[src/rtl/ts_fmt_pkg.sv]
package ts_fmt_pkg;

    typedef enum logic {
        LK_HUNT,
        LK_TRACK
    } lock_e;

    typedef enum logic [1:0] {
        EM_IDLE,
        EM_LOW,
        EM_HIGH
    } emit_e;

endpackage

[src/rtl/ts_fmt_framer.sv]
module ts_fmt_framer
    import ts_fmt_pkg::*;
#(
    parameter int          PKT_LEN   = 188,
    parameter int          DW        = 8,
    parameter logic [DW-1:0] SYNC_BYTE = 8'h47
) (
    input  logic          clk,
    input  logic          rst_n,
    input  logic          take,
    input  logic [DW-1:0] in_data,
    input  logic          in_sop,
    input  logic          in_uncor,
    input  logic          cfg_rs_inhibit,
    input  logic          cfg_tei_inhibit,
    output logic          fwd,
    output logic [DW-1:0] fwd_byte,
    output logic          fwd_sync,
    output logic          fwd_uncor,
    output logic          frame_err
);

    localparam int            CNT_W    = $clog2(PKT_LEN);
    localparam logic [CNT_W-1:0] LAST_POS = CNT_W'(PKT_LEN - 1);
    localparam logic [CNT_W-1:0] HDR_POS  = CNT_W'(1);
    localparam logic [DW-1:0]  TEI_MASK = {1'b1, {(DW-1){1'b0}}};

    lock_e            lk_q, lk_d;
    logic [CNT_W-1:0] cnt_q, cnt_d;
    logic             uncor_q, uncor_d;
    logic             err_d;
    logic             start_ok;
    logic             force_tei;

    assign start_ok = in_sop && (in_data == SYNC_BYTE);

    // lock state register
    always_ff @(posedge clk or negedge rst_n) begin
        if (!rst_n) begin
            lk_q      <= LK_HUNT;
            cnt_q     <= '0;
            uncor_q   <= 1'b0;
            frame_err <= 1'b0;
        end else begin
            lk_q      <= lk_d;
            cnt_q     <= cnt_d;
            uncor_q   <= uncor_d;
            frame_err <= err_d;
        end
    end

    // lock transitions: acquire, restart, lose, advance
    always_comb begin
        lk_d     = lk_q;
        cnt_d    = cnt_q;
        uncor_d  = uncor_q;
        err_d    = 1'b0;
        fwd      = 1'b0;
        fwd_sync = 1'b0;
        if (take) begin
            unique case (lk_q)
                LK_HUNT: begin
                    if (start_ok) begin
                        fwd      = 1'b1;
                        fwd_sync = 1'b1;
                        lk_d     = LK_TRACK;
                        cnt_d    = HDR_POS;
                        uncor_d  = in_uncor;
                    end else if (in_sop) begin
                        err_d = 1'b1;
                    end
                end
                LK_TRACK: begin
                    if (start_ok) begin
                        fwd      = 1'b1;
                        fwd_sync = 1'b1;
                        cnt_d    = HDR_POS;
                        uncor_d  = in_uncor;
                        err_d    = (cnt_q != '0);
                    end else if (in_sop || (cnt_q == '0)) begin
                        err_d = 1'b1;
                        lk_d  = LK_HUNT;
                        cnt_d = '0;
                    end else begin
                        fwd   = 1'b1;
                        cnt_d = (cnt_q == LAST_POS) ? '0 : cnt_q + CNT_W'(1);
                    end
                end
            endcase
        end
    end

    // header marking of failed packets
    always_comb begin
        force_tei = fwd && !fwd_sync && (cnt_q == HDR_POS) && uncor_q
                    && !cfg_rs_inhibit && !cfg_tei_inhibit;
        fwd_byte  = force_tei ? (in_data | TEI_MASK) : in_data;
        fwd_uncor = fwd_sync ? in_uncor : uncor_q;
    end

    AST_UNCOR_HELD: assert property (@(posedge clk) disable iff (!rst_n)
        (lk_q == LK_TRACK && !(take && start_ok)) |=> $stable(uncor_q))
        else $error("uncorrectable flag moved inside a packet");

    AST_TEI_ONLY_HDR: assert property (@(posedge clk) disable iff (!rst_n)
        (fwd && (fwd_byte != in_data)) |->
            (cnt_q == HDR_POS && uncor_q && !cfg_rs_inhibit && !cfg_tei_inhibit))
        else $error("byte altered outside header rule");

endmodule

[src/rtl/ts_fmt_emit.sv]
module ts_fmt_emit
    import ts_fmt_pkg::*;
#(
    parameter int DW = 8
) (
    input  logic          clk,
    input  logic          rst_n,
    input  logic          cfg_serial,
    input  logic          load,
    input  logic [DW-1:0] load_byte,
    input  logic          load_sync,
    input  logic          load_uncor,
    output logic          idle,
    output logic [DW-1:0] par_data,
    output logic          par_clk,
    output logic          par_den,
    output logic          par_sync,
    output logic          par_uncor,
    output logic          ser_data,
    output logic          ser_clk,
    output logic          ser_den,
    output logic          ser_sync,
    output logic          ser_uncor
);

    localparam int             BIT_W    = $clog2(DW);
    localparam logic [BIT_W-1:0] LAST_BIT = BIT_W'(DW - 1);

    emit_e            st_q, st_d;
    logic [DW-1:0]    hold_q;
    logic [DW-1:0]    shift_q;
    logic [BIT_W-1:0] bit_q;
    logic             sync_q, uncor_q;
    logic             more_bits;

    assign more_bits = cfg_serial && (bit_q != LAST_BIT);

    // state register
    always_ff @(posedge clk or negedge rst_n) begin
        if (!rst_n) st_q <= EM_IDLE;
        else        st_q <= st_d;
    end

    // transitions: load, rise, next_bit, done
    always_comb begin
        st_d = st_q;
        unique case (st_q)
            EM_IDLE: if (load) st_d = EM_LOW;
            EM_LOW:  st_d = EM_HIGH;
            EM_HIGH: st_d = more_bits ? EM_LOW : EM_IDLE;
            default: st_d = EM_IDLE;
        endcase
    end

    // byte and bit registers
    always_ff @(posedge clk or negedge rst_n) begin
        if (!rst_n) begin
            hold_q  <= '0;
            shift_q <= '0;
            bit_q   <= '0;
            sync_q  <= 1'b0;
            uncor_q <= 1'b0;
        end else if (st_q == EM_IDLE && load) begin
            shift_q <= load_byte;
            bit_q   <= '0;
            sync_q  <= load_sync;
            uncor_q <= load_uncor;
            if (!cfg_serial) hold_q <= load_byte;
        end else if (st_q == EM_HIGH && more_bits) begin
            shift_q <= shift_q << 1;
            bit_q   <= bit_q + BIT_W'(1);
        end
    end

    // outputs
    always_comb begin
        idle      = (st_q == EM_IDLE);
        par_den   = !idle && !cfg_serial;
        par_clk   = (st_q == EM_HIGH) && !cfg_serial;
        par_sync  = par_den && sync_q;
        par_uncor = par_den && uncor_q;
        par_data  = hold_q;
        ser_den   = !idle && cfg_serial;
        ser_clk   = (st_q == EM_HIGH) && cfg_serial;
        ser_sync  = ser_den && sync_q;
        ser_uncor = ser_den && uncor_q;
        ser_data  = shift_q[DW-1];
    end

    AST_PAR_HOLD: assert property (@(posedge clk) disable iff (!rst_n)
        !par_den |-> $stable(par_data))
        else $error("parallel bus moved without enable");

    AST_SER_FALL_ONLY: assert property (@(posedge clk) disable iff (!rst_n)
        (ser_den && $past(ser_den) && !$past(ser_clk)) |-> $stable(ser_data))
        else $error("serial data moved off a falling clock");

endmodule

[src/rtl/ts_out_fmt.sv]
module ts_out_fmt
    import ts_fmt_pkg::*;
#(
    parameter int          PKT_LEN   = 188,
    parameter int          DW        = 8,
    parameter logic [DW-1:0] SYNC_BYTE = 8'h47
) (
    input  logic          clk,
    input  logic          rst_n,
    input  logic          cfg_serial,
    input  logic          cfg_rs_inhibit,
    input  logic          cfg_tei_inhibit,
    input  logic          in_valid,
    output logic          in_ready,
    input  logic [DW-1:0] in_data,
    input  logic          in_sop,
    input  logic          in_uncor,
    output logic [DW-1:0] par_data,
    output logic          par_clk,
    output logic          par_den,
    output logic          par_sync,
    output logic          par_uncor,
    output logic          ser_data,
    output logic          ser_clk,
    output logic          ser_den,
    output logic          ser_sync,
    output logic          ser_uncor,
    output logic          frame_err
);

    logic          take;
    logic          fwd;
    logic [DW-1:0] fwd_byte;
    logic          fwd_sync;
    logic          fwd_uncor;
    logic          idle;

    assign in_ready = idle;
    assign take     = in_valid && idle;

    ts_fmt_framer #(
        .PKT_LEN  (PKT_LEN),
        .DW       (DW),
        .SYNC_BYTE(SYNC_BYTE)
    ) framer_i (
        .clk            (clk),
        .rst_n          (rst_n),
        .take           (take),
        .in_data        (in_data),
        .in_sop         (in_sop),
        .in_uncor       (in_uncor),
        .cfg_rs_inhibit (cfg_rs_inhibit),
        .cfg_tei_inhibit(cfg_tei_inhibit),
        .fwd            (fwd),
        .fwd_byte       (fwd_byte),
        .fwd_sync       (fwd_sync),
        .fwd_uncor      (fwd_uncor),
        .frame_err      (frame_err)
    );

    ts_fmt_emit #(
        .DW(DW)
    ) emit_i (
        .clk       (clk),
        .rst_n     (rst_n),
        .cfg_serial(cfg_serial),
        .load      (fwd),
        .load_byte (fwd_byte),
        .load_sync (fwd_sync),
        .load_uncor(fwd_uncor),
        .idle      (idle),
        .par_data  (par_data),
        .par_clk   (par_clk),
        .par_den   (par_den),
        .par_sync  (par_sync),
        .par_uncor (par_uncor),
        .ser_data  (ser_data),
        .ser_clk   (ser_clk),
        .ser_den   (ser_den),
        .ser_sync  (ser_sync),
        .ser_uncor (ser_uncor)
    );

    AST_SYNC_VALUE: assert property (@(posedge clk) disable iff (!rst_n)
        par_sync |-> (par_data == SYNC_BYTE))
        else $error("sync pulse on a non-sync byte");

endmodule

[config.mk]
export PLATFORM = sky130hd
export DESIGN_NAME = ts_out_fmt
export DESIGN_NICKNAME = d
export VERILOG_FILES = /design/src/rtl/ts_fmt_pkg.sv /design/src/rtl/ts_fmt_framer.sv /design/src/rtl/ts_fmt_emit.sv /design/src/rtl/ts_out_fmt.sv
export SDC_FILE = /design/constraint.sdc
export NUM_CORES = 1
export LEC_CHECK = 0
export BUFFER_PORTS_ARGS = -buffer_cell sky130_fd_sc_hd__buf_4
export CAP_MARGIN = 20
export CELL_PAD_IN_SITES_DETAIL_PLACEMENT = 2
export CELL_PAD_IN_SITES_GLOBAL_PLACEMENT = 2
export CORE_MARGIN = 10
export CORE_UTILIZATION = 37
export CTS_CLUSTER_DIAMETER = 30
export DETAILED_ROUTE_END_ITERATION = 10
export MAX_ROUTING_LAYER = met4
export PLACE_DENSITY = 0.85
export SLEW_MARGIN = 20
export SYNTH_ARGS = -nofsm -noshare
export SYNTH_HDL_FRONTEND = slang
export SYNTH_SLANG_ARGS = --single-unit
[constraint.sdc]
create_clock -name clk -period 5.45 [get_ports clk]
set_input_delay 1.09 -clock clk [delete_from_list [all_inputs] [get_ports clk]]
set_output_delay 1.09 -clock clk [all_outputs]
set_load 0.05 [all_outputs]
==> impl_metrics.yaml <==
timing:
  fin_ws_ns: 2.46
  rsz0062_at_grt: "no"
  final-max-slew-violation-count: 0
  hold_viol: 0
  fmax_mhz: 334
  setup-tns-final_ns: 0
  clock_skew_ns: 0.00791
  period_minus_slack_ns: 2.99
  relSlewSlack_pct: 29.2
  finalCritPeriodShare_pct: 54.9
  setup_viol: 0
  worst_pin_slew_ns: 1.06
synthesis:
  syn_area_um2: 1770
  synth_cell_type_count: 45
  ys_ff_latch: 34
  yosysSeqAreaShare_pct: 48.0
  syn_avg_cell_area_um2: 10.5
  synth_cells: 168
  async_flop_share_pct: 100
  ys_warn_count: 0
  synth_nets: 189
  synth_edf_count: 0
  synth-main-ff-cell: "dfrtp_1"
power_and_ir_drop:
  powerDensity_nw_per_um2: 262
  pwr-share-seq_pct: 50.9
  static-leakage-power_nw: 1.05
  switchingPower_mw: 0.166
  internal_power_mw: 0.406
  p_sw_share_pct: 29.1
  comb_power_share_pct: 14.5
  pwr-share-clk_pct: 34.6
  ir_drop_mv: 0.128
floorplanning:
  row_count: 25
  dieArea_um2: 7960
  die-width_um: 89.2
  coreArea_um2: 4690
  io_pins: 35
  die_h_um: 89.2
  initial_utilization_pct: 37.8
clocking:
  clock-sinks: 34
  cts_setup_buffers: 0
  cts_resized: 0
  cts_max_level: 2
  ctsLongestPathBuffers: 2
  clock_latency_ns: 0.29
  cts_buffers: 5
  path_clk_slew_ns: 0.07
  holdBufCountCts: 0
  cts_tree: "built"
  cts_root_buf: "clkbuf_8"
route:
  antenna_left: 0
  via_count: 1538
  postRouteWirelength_mm: 5.74
  viasPerCell: 5.87
  drtIter0Drc: 39
  firstDrtPassIters: 4
  wl_per_cell_um: 21.9
  remaining_drc_errors: 0
place:
  place_area_um2: 2090
  numPortBuffers: 34
  post-place-ws_ns: 2.15
  hpwl_mm: 4.28
  place_congestion: 0.877
grt:
  track_usage_pct: 16.7
  grt_pass1_vias: 1804
  grt_start_max_net_pins: 35
  gr-total-overflow: 0
  antenna_found_initial: 0
  grt_pass1_wl_mm: 9.84
finish:
  n_fill_cell: 494
  finalInstanceArea_um2: 2180
  drive_above_1_share_pct: 26.9
  synthToLayoutAreaGrowth_pct: 23.1
  finalNetCount: 228
  n_antenna_cell: 0
worst_setup_path:
  critPathCaptureType: "flip-flop"
  reg2regPathDepth: 6
  cp.required_ns: 5.63
  crit_path_start_kind: "input pin"
  cp.arrival_ns: 3.17
  cp_max_fo: 12
  critPathKind: "in2reg"
run_status:
  status: "finished clean"
min_path:
  hold_depth: 1
  hold_class: "reg2reg"
job:
  cap_violations: 0
routing by layer:
layer | up-vias | GRT usage (%) | part of all wire, %
li1 | 701 | - | -
met1 | 791 | 20.3 | 43
met2 | 37 | 27.3 | 53
met3 | 9 | 3.19 | 2.6
met4 | 0 | 5.49 | 1.6
met5 | - | - | 0
critical path, cell delays in order:
cell and delay [ns]:
buf_4 0.12, or4b_1 0.63, or4_4 0.64, a21oi_4 0.31, mux2_2 0.37
kinds of logic (layout without fill, tap and decap cells):
group,count (synthesis),count (layout),share of synthesized area (%)
buf+inv,14,54,3.04
xor+xnor,1,1,0.494
fa+ha+maj,5,5,3.53
compound gates,43,43,17.4
mux,11,11,6.78
flops,34,34,48.0
simple gates,60,60,20.8
cell type report:
cell class | instances | area [um2] | share of cell area [%]
clock buffer | 7 | 86.3 | 3.96
clock inverter | 1 | 5.00 | 0.229
inverter | 11 | 41.3 | 1.89
multi-input combinational | 120 | 867 | 39.8
sequential | 34 | 851 | 39.0
tap | 54 | 67.6 | 3.10
timing repair buffer | 35 | 263 | 12.0
cell usage in the layout (no fill, tap or decap), types with 4 or more instances in the layout:
cell / count
buf_4: 35
dfrtp_1: 34
inv_1: 11
nand2_1: 11
o21ai_0: 11
mux2_2: 8
and2_1: 7
nor2_1: 6
o211ai_1: 6
clkbuf_8: 6
nand2b_1: 5
nand3_1: 5
ha_1: 5
nor2b_1: 4
o22ai_1: 4
a22oi_1: 4
final timing paths:
kind	startpoint	end	slack, ns
hold reg to reg	emit_i.par_data[4]	emit_i.par_data[4]	0.52
hold / removal	emit_i.par_data[4]	emit_i.par_data[4]	0.52
max in group asynchronous	rst_n	framer_i.lk_q	4.40
setup reg to reg	framer_i.cnt_q[0]	emit_i.shift_q[1]	2.88
min in group asynchronous	rst_n	framer_i.cnt_q[4]	0.73
setup / recovery	in_data[5]	emit_i.par_data[1]	2.46
through the flow:
step	total power, mW	std cells	hold WS [ns]	util [%]
finish	0.572	262	0.518	46.5
CTS	0.577	262	0.514	46.5
floorplan	0.337	168	0.452	-
global placement	0.371	254	0.483	44.5
detailed placement	0.378	254	0.498	44.5
global route	0.601	262	0.533	46.5
state kept, by name, summed over array words and instances (netlist names):
| signal | count |
|---|---|
| emit_i.shift_q | 8 |
| emit_i.uncor_q | 1 |
| emit_i.sync_q | 1 |
| emit_i.st_q | 2 |
| framer_i.frame_err | 1 |
| framer_i.cnt_q | 8 |
| emit_i.bit_q | 3 |
| framer_i.uncor_q | 1 |
| emit_i.par_data | 8 |
| framer_i.lk_q | 1 |
synth_stat cells (2+ instances only):
master,count,area (um2)
and2_1,7,43.8
or3b_2,2,17.5
mux2i_1,3,30.0
inv_1,11,41.3
nand2_1,11,41.3
clkbuf_1,2,7.51
nand2b_1,5,31.3
ha_1,5,62.6
a221o_1,2,20.0
a21oi_1,3,15.0
nand3_1,5,25.0
nor2_1,6,22.5
nor3b_1,3,22.5
a22oi_1,4,30.0
a32oi_1,3,26.3
mux2_2,8,90.1
o21ai_0,11,55.1
o22ai_1,4,25.0
o2bb2ai_1,2,17.5
nor3_1,3,15.0
dfrtp_1,34,851
nor2b_1,4,25.0
nand4_1,2,12.5
o211ai_1,6,45.0
o2111ai_1,2,17.5
power by group through the flow:
stage	Combinational (mW)	Sequential, mW	Clock (mW)
final	0.0827	0.291	0.198
after CTS	0.0836	0.291	0.202
after detailed placement	0.0827	0.295	0
after global routing	0.0932	0.294	0.214
after floorplan	0.0368	0.300	0
after global placement	0.0774	0.293	0
Power figures use the tool's default switching activity.
